<file path="src/rtl/serial_rst_pkg.sv">
package serial_rst_pkg;
  localparam int REG_W = 8;
  localparam int NREG  = 16;
  localparam int IDX_W = $clog2(NREG);

  typedef logic [REG_W-1:0] reg_t;
  typedef logic [IDX_W-1:0] idx_t;

  typedef enum logic [1:0] {
    CMD_NONE   = 2'b00,
    CMD_SOFT_B = 2'b01,
    CMD_SOFT_A = 2'b10,
    CMD_HARD   = 2'b11
  } rst_cmd_e;

  localparam idx_t IDX_CMD   = idx_t'(0);
  localparam idx_t IDX_RXCFG = idx_t'(3);
  localparam idx_t IDX_TXBUF = idx_t'(8);
  localparam idx_t IDX_MASTR = idx_t'(9);
  localparam idx_t IDX_MISC  = idx_t'(10);

  // write register masks
  localparam reg_t KEEP_W1   = 8'h24;
  localparam reg_t RX_EN     = 8'h01;
  localparam reg_t HUNT      = 8'h10;
  localparam reg_t ONE_STOP  = 8'h04;
  localparam reg_t KEEP_W5   = 8'h61;
  localparam reg_t CLR_W9_S  = 8'h20;
  localparam reg_t KEEP_W9_H = 8'h03;
  localparam reg_t SET_W9_H  = 8'hC0;
  localparam reg_t KEEP_W10  = 8'h60;
  localparam reg_t W11_HARD  = 8'h08;
  localparam reg_t KEEP_W14S = 8'hC3;
  localparam reg_t SET_W14S  = 8'h20;
  localparam reg_t KEEP_W14H = 8'hC0;
  localparam reg_t SET_W14H  = 8'h30;
  localparam reg_t W15_RST   = 8'hF8;

  // status register bits
  localparam reg_t ST_TXE    = 8'h04;
  localparam reg_t ST_DCD    = 8'h08;
  localparam reg_t ST_SYNC   = 8'h10;
  localparam reg_t ST_CTS    = 8'h20;
  localparam reg_t ST_UNDR   = 8'h40;
  localparam reg_t ST_BRK    = 8'h80;
  localparam reg_t ST_STICKY = ST_DCD | ST_SYNC | ST_CTS | ST_BRK;
  localparam reg_t S1_SENT   = 8'h01;
  localparam reg_t S1_RES8   = 8'h06;
  localparam reg_t S10_MISS  = 8'h40;

  function automatic reg_t wr_after_reset(input idx_t idx, input reg_t v, input logic hard);
    reg_t r;
    r = v;
    case (idx)
      idx_t'(0):  r = '0;
      idx_t'(1):  r = v & KEEP_W1;
      idx_t'(3):  r = v & ~RX_EN;
      idx_t'(4):  r = v | ONE_STOP;
      idx_t'(5):  r = v & KEEP_W5;
      idx_t'(10): r = hard ? '0 : (v & KEEP_W10);
      idx_t'(11): r = hard ? W11_HARD : v;
      idx_t'(14): r = hard ? ((v & KEEP_W14H) | SET_W14H) : ((v & KEEP_W14S) | SET_W14S);
      idx_t'(15): r = W15_RST;
      default:    r = v;
    endcase
    return r;
  endfunction

  function automatic reg_t mastr_after_write(input reg_t v);
    reg_t r;
    case (rst_cmd_e'(v[7:6]))
      CMD_HARD:              r = (v & KEEP_W9_H) | SET_W9_H;
      CMD_SOFT_A, CMD_SOFT_B: r = v & ~CLR_W9_S;
      default:               r = v;
    endcase
    return r;
  endfunction

  function automatic reg_t st0_after_reset(input reg_t v);
    return (v & ST_STICKY) | ST_TXE | ST_UNDR;
  endfunction

  function automatic reg_t st1_after_reset(input reg_t v);
    return (v & S1_SENT) | S1_RES8;
  endfunction

  function automatic idx_t ptr_from_cmd(input reg_t v);
    return {(v[5:3] == 3'b001), v[2:0]};
  endfunction
endpackage

</file>
<file path="src/rtl/sr_ptr_unit.sv">
module sr_ptr_unit
  import serial_rst_pkg::*;
(
  input  logic clk,
  input  logic rst_n,
  input  logic acc,
  input  logic wr,
  input  reg_t wdata,
  input  logic chan_rst,
  output idx_t ptr
);
  idx_t ptr_q;
  logic at_zero;

  assign at_zero = (ptr_q == '0);
  assign ptr     = ptr_q;

  always_ff @(posedge clk or negedge rst_n) begin
    if (!rst_n)                 ptr_q <= '0;
    else if (chan_rst)          ptr_q <= '0;
    else if (acc && at_zero && wr) ptr_q <= ptr_from_cmd(wdata);
    else if (acc)               ptr_q <= '0;
  end


  ptr_return_chk: assert property (@(posedge clk) disable iff (!rst_n)
    (acc && !at_zero) |=> (ptr_q == '0));


  ptr_reset_chk: assert property (@(posedge clk) disable iff (!rst_n)
    chan_rst |=> (ptr_q == '0));
endmodule

</file>
<file path="src/rtl/sr_chan_bank.sv">
module sr_chan_bank
  import serial_rst_pkg::*;
(
  input  logic clk,
  input  logic rst_n,
  input  logic soft_rst,
  input  logic hard_rst,
  input  logic reg_we,
  input  idx_t reg_idx,
  input  logic data_we,
  input  reg_t wdata,
  input  logic ev_dcd,
  input  logic ev_cts,
  input  logic ev_brk,
  input  logic ev_miss,
  input  idx_t rd_idx,
  output reg_t wr_rd,
  output reg_t st_rd
);
  reg_t wr_q [NREG];
  reg_t wr_d [NREG];
  reg_t st0_q, st0_d, st1_q, st1_d, st10_q, st10_d;
  logic chan_rst;
  logic hunt_req;

  assign chan_rst = soft_rst | hard_rst;
  assign hunt_req = reg_we && (reg_idx == IDX_RXCFG) && ((wdata & HUNT) != '0);

  always_comb begin
    for (int i = 0; i < NREG; i++) wr_d[i] = wr_q[i];
    st0_d  = st0_q;
    st1_d  = st1_q;
    st10_d = st10_q;
    if (chan_rst) begin
      for (int i = 0; i < NREG; i++) wr_d[i] = wr_after_reset(idx_t'(i), wr_q[i], hard_rst);
      st0_d  = st0_after_reset(st0_q);
      st1_d  = st1_after_reset(st1_q);
      st10_d = st10_q & S10_MISS;
    end else begin
      if (reg_we) wr_d[reg_idx] = wdata;
      if (hunt_req) st0_d = st0_d | ST_SYNC;
      if (data_we) begin
        wr_d[IDX_TXBUF] = wdata;
        st0_d = st0_d | ST_TXE;
        st1_d = st1_d | S1_SENT;
      end
    end
    if (ev_dcd)  st0_d  = st0_d | ST_DCD;
    if (ev_cts)  st0_d  = st0_d | ST_CTS;
    if (ev_brk)  st0_d  = st0_d | ST_BRK;
    if (ev_miss) st10_d = st10_d | S10_MISS;
  end

  always_ff @(posedge clk or negedge rst_n) begin
    if (!rst_n) begin
      for (int i = 0; i < NREG; i++) wr_q[i] <= '0;
      st0_q  <= '0;
      st1_q  <= '0;
      st10_q <= '0;
    end else begin
      for (int i = 0; i < NREG; i++) wr_q[i] <= wr_d[i];
      st0_q  <= st0_d;
      st1_q  <= st1_d;
      st10_q <= st10_d;
    end
  end

  assign wr_rd = wr_q[rd_idx];

  always_comb begin
    case (rd_idx)
      idx_t'(0):  st_rd = st0_q;
      idx_t'(1):  st_rd = st1_q;
      IDX_MISC:   st_rd = st10_q;
      default:    st_rd = '0;
    endcase
  end


  wr15_reset_chk: assert property (@(posedge clk) disable iff (!rst_n)
    chan_rst |=> (wr_q[15] == W15_RST));


  st_reset_chk: assert property (@(posedge clk) disable iff (!rst_n)
    chan_rst |=> ((st0_q & (ST_TXE | ST_UNDR)) == (ST_TXE | ST_UNDR)) && ((st1_q & S1_RES8) == S1_RES8));


  hard_clock_chk: assert property (@(posedge clk) disable iff (!rst_n)
    hard_rst |=> (wr_q[11] == W11_HARD) && (wr_q[10] == '0));


  hunt_set_chk: assert property (@(posedge clk) disable iff (!rst_n)
    hunt_req |=> ((st0_q & ST_SYNC) != '0));


  sticky_keep_chk: assert property (@(posedge clk) disable iff (!rst_n)
    1'b1 |=> ((st0_q & $past(st0_q) & ST_STICKY) == ($past(st0_q) & ST_STICKY)));
endmodule

</file>
<file path="src/rtl/sr_mastr_reg.sv">
module sr_mastr_reg
  import serial_rst_pkg::*;
#(
  parameter int NCH = 2
) (
  input  logic           clk,
  input  logic           rst_n,
  input  logic           we,
  input  reg_t           wdata,
  output reg_t           mastr,
  output logic [NCH-1:0] soft_rst,
  output logic           hard_rst
);
  reg_t     mastr_q;
  rst_cmd_e cmd;

  assign cmd      = we ? rst_cmd_e'(wdata[7:6]) : CMD_NONE;
  assign hard_rst = (cmd == CMD_HARD);
  assign mastr    = mastr_q;

  for (genvar c = 0; c < NCH; c++) begin : g_soft
    if (c == 0) begin : g_a
      assign soft_rst[c] = (cmd == CMD_SOFT_A);
    end else if (c == 1) begin : g_b
      assign soft_rst[c] = (cmd == CMD_SOFT_B);
    end else begin : g_none
      assign soft_rst[c] = 1'b0;
    end
  end

  always_ff @(posedge clk or negedge rst_n) begin
    if (!rst_n)  mastr_q <= '0;
    else if (we) mastr_q <= mastr_after_write(wdata);
  end


  mastr_hard_chk: assert property (@(posedge clk) disable iff (!rst_n)
    hard_rst |=> (mastr_q[7:6] == 2'b11) && (mastr_q[5:2] == 4'b0000));


  mastr_soft_chk: assert property (@(posedge clk) disable iff (!rst_n)
    (soft_rst != '0) |=> (mastr_q[5] == 1'b0));
endmodule

</file>
<file path="src/rtl/serial_reset_bank.sv">
module serial_reset_bank
  import serial_rst_pkg::*;
#(
  parameter int NCH = 2,
  localparam int CH_W = (NCH > 1) ? $clog2(NCH) : 1
) (
  input  logic            clk,
  input  logic            rst_n,
  input  logic            bus_wr,
  input  logic            bus_rd,
  input  logic            bus_data_sel,
  input  logic [CH_W-1:0] bus_chan,
  input  logic            bus_rd_wsel,
  input  logic [7:0]      bus_wdata,
  input  logic [NCH-1:0]  evt_dcd,
  input  logic [NCH-1:0]  evt_cts,
  input  logic [NCH-1:0]  evt_brk,
  input  logic [NCH-1:0]  evt_miss,
  output logic [7:0]      bus_rdata
);
  idx_t           ptr_w   [NCH];
  reg_t           wr_rd_w [NCH];
  reg_t           st_rd_w [NCH];
  logic [NCH-1:0] soft_rst;
  logic           hard_rst;
  reg_t           mastr;
  idx_t           cur_ptr;
  logic           ctrl_acc;
  logic           mastr_we;

  assign cur_ptr  = ptr_w[bus_chan];
  assign ctrl_acc = (bus_wr | bus_rd) & ~bus_data_sel;
  assign mastr_we = bus_wr & ~bus_data_sel & (cur_ptr == IDX_MASTR);

  sr_mastr_reg #(.NCH(NCH)) u_mastr (
    .clk      (clk),
    .rst_n    (rst_n),
    .we       (mastr_we),
    .wdata    (bus_wdata),
    .mastr    (mastr),
    .soft_rst (soft_rst),
    .hard_rst (hard_rst)
  );

  for (genvar c = 0; c < NCH; c++) begin : g_ch
    logic sel, acc, reg_we, data_we, rst_c;
    assign sel     = (bus_chan == CH_W'(c));
    assign acc     = ctrl_acc & sel;
    assign reg_we  = bus_wr & ~bus_data_sel & sel & (ptr_w[c] != IDX_MASTR);
    assign data_we = bus_wr & bus_data_sel & sel;
    assign rst_c   = soft_rst[c] | hard_rst;

    sr_ptr_unit u_ptr (
      .clk      (clk),
      .rst_n    (rst_n),
      .acc      (acc),
      .wr       (bus_wr),
      .wdata    (bus_wdata),
      .chan_rst (rst_c),
      .ptr      (ptr_w[c])
    );

    sr_chan_bank u_bank (
      .clk      (clk),
      .rst_n    (rst_n),
      .soft_rst (soft_rst[c]),
      .hard_rst (hard_rst),
      .reg_we   (reg_we),
      .reg_idx  (ptr_w[c]),
      .data_we  (data_we),
      .wdata    (bus_wdata),
      .ev_dcd   (evt_dcd[c]),
      .ev_cts   (evt_cts[c]),
      .ev_brk   (evt_brk[c]),
      .ev_miss  (evt_miss[c]),
      .rd_idx   (ptr_w[c]),
      .wr_rd    (wr_rd_w[c]),
      .st_rd    (st_rd_w[c])
    );
  end

  always_comb begin
    bus_rdata = '0;
    if (!bus_data_sel) begin
      if (bus_rd_wsel) bus_rdata = (cur_ptr == IDX_MASTR) ? mastr : wr_rd_w[bus_chan];
      else             bus_rdata = st_rd_w[bus_chan];
    end
  end


  one_action_chk: assert property (@(posedge clk) disable iff (!rst_n)
    hard_rst |-> (soft_rst == '0));


  data_read_chk: assert property (@(posedge clk) disable iff (!rst_n)
    (bus_rd && bus_data_sel && !bus_wr) |=> $stable(cur_ptr) || ($past(bus_chan) != bus_chan));
endmodule

</file>
<file path="config.mk">
export PLATFORM = sky130hd
export DESIGN_NAME = serial_reset_bank
export DESIGN_NICKNAME = d
export VERILOG_FILES = /design/src/rtl/serial_rst_pkg.sv /design/src/rtl/sr_ptr_unit.sv /design/src/rtl/sr_chan_bank.sv /design/src/rtl/sr_mastr_reg.sv /design/src/rtl/serial_reset_bank.sv
export SDC_FILE = /design/constraint.sdc
export NUM_CORES = 1
export LEC_CHECK = 0
export BUFFER_PORTS_ARGS = -buffer_cell sky130_fd_sc_hd__buf_2
export CAP_MARGIN = 20
export CORE_ASPECT_RATIO = 1.5
export CORE_MARGIN = 5
export CORE_UTILIZATION = 45
export CTS_CLUSTER_SIZE = 12
export DETAILED_ROUTE_END_ITERATION = 8
export MAX_ROUTING_LAYER = met4
export SLEW_MARGIN = 20
export SYNTH_ARGS = -nofsm -noshare
export SYNTH_HDL_FRONTEND = slang
export SYNTH_SLANG_ARGS = --single-unit
</file>
<file path="constraint.sdc">
create_clock -name clk -period 5 [get_ports clk]
set_input_delay 0.25 -clock clk [delete_from_list [all_inputs] [get_ports clk]]
set_output_delay 0.25 -clock clk [all_outputs]
set_load 0.05 [all_outputs]
</file>
# After elaboration in Yosys (flattened, before gate mapping)
# Cells that the tools add are included.
# word_totals
mem_count	0
rom_bits	0
ff_bits	320
ramBits	0
latchBits	0
# classes
addsub	0
n_div	0
n_shift	0
mux	63
n_reduce_logical	27
bitwise_logic	22
eq_ne	18
n_lt_le_gt_ge	5
multipliers	0
# op_table
op	n
2-to-1 mux 128 bit	4
bitwise mux 128 bit	2
2-to-1 mux 8 bit	24
binary-select mux 8 bit (select 4 bit)	2
demux 8 bit (select 4 bit)	2
one-hot mux 8 bit (3 select lines)	2
2-to-1 mux 4 bit	11
2-to-1 mux 7 bit	5
one-hot mux 8 bit (2 select lines)	1
AND reduction 2 bit	8
2-to-1 mux 5 bit	3
AND 1 bit	12
equality test 4 bit (second input constant)	3
2-to-1 mux 6 bit	2
>= comparator 5 bit (second input constant)	2
logical AND 1 bit	10
< comparator 5 x 1 -> 1 bit (second input constant)	2
inverter 4 -> 5 bit	2
equality test 2 bit (second input constant)	4
equality test 4 x 1 -> 1 bit (second input constant)	2
equality test 4 x 2 -> 1 bit (second input constant)	2
logical NOT 4 bit	2
!= test 4 bit (second input constant)	2
nonzero test 2 bit	4
12 further kinds	22

# Logic depth before layout (Yosys ltp)
# logic_depth
word_depth	13
ltp_mapped	9
depth_no_buf	6

# Modules after synthesis
# Synthesis repeated with hierarchy kept, for this count alone.
# unflattened
cells_unflattened	1135
hier_area_um2	14224.9
# by_module_without_submodules
module	area_each_um2	instances	cells_each
sr_chan_bank at g_ch[0].u_bank	6449.9	1	496
sr_chan_bank at g_ch[1].u_bank	6443.7	1	496
serial_reset_bank	525.5	1	71
sr_mastr_reg	425.4	1	42
sr_ptr_unit	190.2	2	15

# Worst setup path after synthesis
# OpenSTA, ideal clock, no wires.
# synth_path
path_type	reg2out
from	reg g_ch[0].u_ptr.ptr_q[1]
to	out bus_rdata[6]
arrival_ns	2.640
slack_ns	2.110
required_time_ns	4.750
stages_incl_launch_ff	9
path_cell_list	dfrtp_1 -> buf_6 -> buf_6 -> buf_2 -> nor2_1 -> nand2_1 -> a2111oi_0 -> a21oi_1 -> o32ai_1
# synth_between
elab_chain_len	10
# synth_lines
item	line	text
from (decl)	sr_ptr_unit.sv:12	idx_t ptr_q;
from (signal assigned)	sr_ptr_unit.sv:21	else if (acc && at_zero && wr) ptr_q <= ptr_from_cmd(wdata);
inverter 4 -> 5 bit (implied by the code)	sr_chan_bank.sv:68	assign wr_rd = wr_q[rd_idx];
binary-select mux 8 bit (select 4 bit)	sr_chan_bank.sv:68	
2-to-1 mux 8 bit (implied by the code) (2 in a row)	sr_chan_bank.sv:68	
2-to-1 mux 8 bit (implied by the code) (3 in a row)	serial_reset_bank.sv:85	if (bus_rd_wsel) bus_rdata = (cur_ptr == IDX_MASTR) ? mastr : wr_rd_w[bus_chan];
2-to-1 mux 8 bit	serial_reset_bank.sv:85	
2-to-1 mux 8 bit (*)	serial_reset_bank.sv:85	
2-to-1 mux 8 bit (*)	serial_reset_bank.sv:84	if (!bus_data_sel) begin
to (decl)	serial_reset_bank.sv:19	output logic [7:0] bus_rdata
# Mark *: on every way between the ends. The rest lies on a longest branch, timed or not. The select of a mux whose other input is x is not followed.

# Worst setup path after layout
# layout_path
from	reg g_ch[1].u_ptr.ptr_q[1]
to	out bus_rdata[7]
# layout_between
elab_chain_len	10
# layout_lines
item	line
from (decl)	sr_ptr_unit.sv:12
from (signal assigned)	sr_ptr_unit.sv:21
inverter 4 -> 5 bit (implied by the code)	sr_chan_bank.sv:68
binary-select mux 8 bit (select 4 bit)	sr_chan_bank.sv:68
2-to-1 mux 8 bit (implied by the code) (2 in a row)	sr_chan_bank.sv:68
2-to-1 mux 8 bit (implied by the code) (3 in a row)	serial_reset_bank.sv:85
2-to-1 mux 8 bit	serial_reset_bank.sv:85
2-to-1 mux 8 bit (*)	serial_reset_bank.sv:85
2-to-1 mux 8 bit (*)	serial_reset_bank.sv:84
# Marks and branches as above.

==> results.md <==
* Status: finished clean
* Max-Cap Viols at 0
* Asr flop ratio synth at 100%
* Reg clk slew, reported paths at about 60 ps
* Synth area leaders: dfrtp_1 52%, mux2_2 8.9%, mux4_2 8.7%, nand2_1 5.6%, o21ai_0 3.1%
* Crit end category: primary output
* FP Rows at between 70 and 80
* Fin crit share at between 70% and 80%
* # IOs at 31
* Pre-CTS WS at around 1600 ps
* Final setup vio count at 0
* Yosys cell types at between 60 and 70
* Netlist Area Pre-Place at roughly 14000 µm²
* TritonRoute pass-1 iters at 5
* Area grow syn2layout at 7.92%
* Sequential cell area fraction in the yosys report at 52.1%
* Critical path type: flip-flop to primary output
* Final-stage net count at ~1200
* Final Critical Period at slightly below 4000 ps
* Post-CTS resize count at 0
* Max VDD drop at approximately 230 µV
* Post-route antenna net violation count at 0
* Area after DPL at 14100 µm²
* RSZ-0062 raised after global routing: false
* Port Buffers at 30
* Wire per inst at roughly 24 µm
* Core Area at 30800 µm²
* Initial DRC count at approximately 700
* Area leader, netlist: dfrtp_1
* EDFF count, synth at 0
* Max-slew headroom at a little under a third
* Fmax at between 200 and 300 MHz
* Setup TNS at 0 ps
* Hold buffers post-CTS at 9
* Syn_nets at ~1200
* Critical path launch point type: flip-flop
* Crit-path max FO at 28
* Die area at approximately 35000 µm²
* Post-Syn Area per Cell at around 12 µm²
* Req. time, crit path at ~4800 ps
* CTS H-Tree Depth at 1
* Die Span X at about 150 µm
* Skew-Pair Late Insertion Delay at 570 ps
* Hold Crit Class: input pin to flip-flop
* DRC at 0
* Placed Instances at 1530
* Post-CTS setup buffers at 0
* Yosys reg bits at 290
* Cells after Synth at 1191
* GRT overflow at 0
* Most used DFF post-synth: dfrtp_1
* Clock skew at approximately 15 ps
* First-pass GRT wire length at just under 60000 µm
* Vias in the first global route at slightly below 10000
* CP peak stage delay at around 900 ps
* PwrDens at between 400 and 500 nW/µm²
* CP cell instances: buf_4 -> mux4_2 -> o22ai_1 -> nor3_1 -> nand2_1 -> a211oi_1 -> buf_2
* CTS tree: done
* Share of Yosys cell area claimed by the top area cell type at between 50% and 60%
* Share of cells above drive strength 1 at between 20 and 30%
* Initial Util at ~45%
* ANT cells at 0
* Leak at 0.00674 µW
* Largest net degree at the start of global routing at 113
* RD Place Congestion at slightly below 0.9
* Critical path buffers and inverters at 2
* Dpl hpwl at between 20000 and 30000 µm
* Num CTS Buffers at 29
* Final Routed Wirelength at 38400 µm
* Via density at ~5.8
* Fill cell count at 2819
* Setup ws final at between 1000 and 1500 ps
* CTS Root Cell: clkbuf_16
* CTS sink count at 290
* Final instance count without filler cells at ~1600
* Worst slew pin tran at ~1000 ps
* DR vias at between 9000 and 10000
* Final hold violations at 0
* Yosys Warn Count at 0
* Bufs on Longest Clock Path at 3
* Initial antenna violation count at 0
* Final Instance Area at approximately 15000 µm²
* Slowest-stage cell, CP: dfrtp_2
* GRT Overall Usage at around 23%
* Worst Path Arrival at ~3700 ps
* WHS at between 100 and 150 ps
* Top delay family on crit path: flip-flops
* Final max-slew violation count at 0
* Die span in y at 225 µm
==> cell usage in the layout, fill, tap and decap left out, types with 11 or more instances in the layout <==
cell type / n
a21oi_1: 19
a221oi_1: 12
a22o_1: 14
buf_2: 29
buf_4: 16
clkbuf_16: 29
dfrtp_1: 288
mux2_2: 110
mux2i_1: 27
mux4_2: 54
nand2_1: 209
nand3_1: 47
nor2_1: 32
nor3_1: 11
o21ai_0: 86
or2_2: 12
==> routing by layer <==
layer / wire (µm) / GRT usage, %
met5: 0 / -
met2: 19700 / 38.7
met4: 2110 / 11.5
met1: 15400 / 27.1
met3: 1230 / 2.65
==> cell type report <==
type	count	area, µm²	share of cell area [%]
clock buffers	38	779	5.19
clock inverters	3	25.0	0.167
inverters	8	30.0	0.200
multi-input cells	780	6040	40.2
flip-flops and latches	290	7260	48.3
well taps	405	507	3.37
repair buffers	56	390	2.60
==> per-stage QoR <==
stage | total power, µW | util (%)
after floorplan | 3960 | -
after global placement | 4350 | 45.8
after detailed placement | 4390 | 45.8
after CTS | 6380 | 48.7
after global routing | 6610 | 48.7
final | 6320 | 48.7
==> final timing paths <==
check                      depth (start not counted)                           startpoint                             endpoint  slack (ps)
max reg2reg                                        4     g_ch[0].u_ptr.ptr[3]$_DFFE_PN0P_     g_ch[0].u_ptr.ptr[0]$_DFFE_PN0P_        1550
max in group asynchronous                          3                                rst_n  g_ch[1].u_bank.wr_q[13]$_DFFE_PN0P_        3460
max                                                7     g_ch[1].u_ptr.ptr[1]$_DFFE_PN0P_                         bus_rdata[7]        1100
min                                                2                         bus_data_sel  g_ch[0].u_bank.st1_q[0]$_DFFE_PN0P_         140
min reg2reg                                        0  g_ch[0].u_bank.wr_q[52]$_DFFE_PN0P_  g_ch[0].u_bank.wr_q[52]$_DFFE_PN0P_         370
min in group asynchronous                          2                                rst_n  g_ch[0].u_bank.wr_q[52]$_DFFE_PN0P_         320
==> report_power, final <==
part / total (µW) / internal (µW) / switching, µW
Sequential: 2990 / 2730 / 257
Clock: 1970 / 1080 / 891
Combinational: 1370 / 658 / 708
Total: 6320 / 4460 / 1860
==> cell usage after synthesis, types with 10 or more instances <==
library cell  number
a221oi_1          12
buf_6             15
dfrtp_1          290
o21ai_0           86
mux4_2            54
mux2_2           110
nand2b_1          10
clkbuf_1          54
o21ai_1           10
nor3_1            11
mux2i_1           27
a22o_1            14
o22ai_1           10
nand2_1          209
nor2_1            33
a21oi_1           19
mux2_4            10
nand3_1           47
or2_2             12
buf_2             38
==> flip-flops by register name, indices dropped and copies added, names as in the netlist <==
name                flops
g_ch.u_bank.st0_q      12
g_ch.u_bank.wr_q      256
u_mastr.mastr           8
g_ch.u_bank.st1_q       4
g_ch.u_bank.st10_q      2
g_ch.u_ptr.ptr          8
==> logic make-up (layout without fill, tap and decap cells) <==
logic type | after synthesis | in the layout | share of synthesized area (%)
AOI/OAI and AO/OA | 190 | 190 | 8.54
adders and majority gates | 4 | 4 | 0.359
buffers and inverters | 121 | 105 | 4.55
DFF | 290 | 290 | 52.1
muxes | 205 | 205 | 21.0
and+or+nand+nor | 381 | 381 | 13.5
Note: power is estimated with default switching activity, not from simulation.
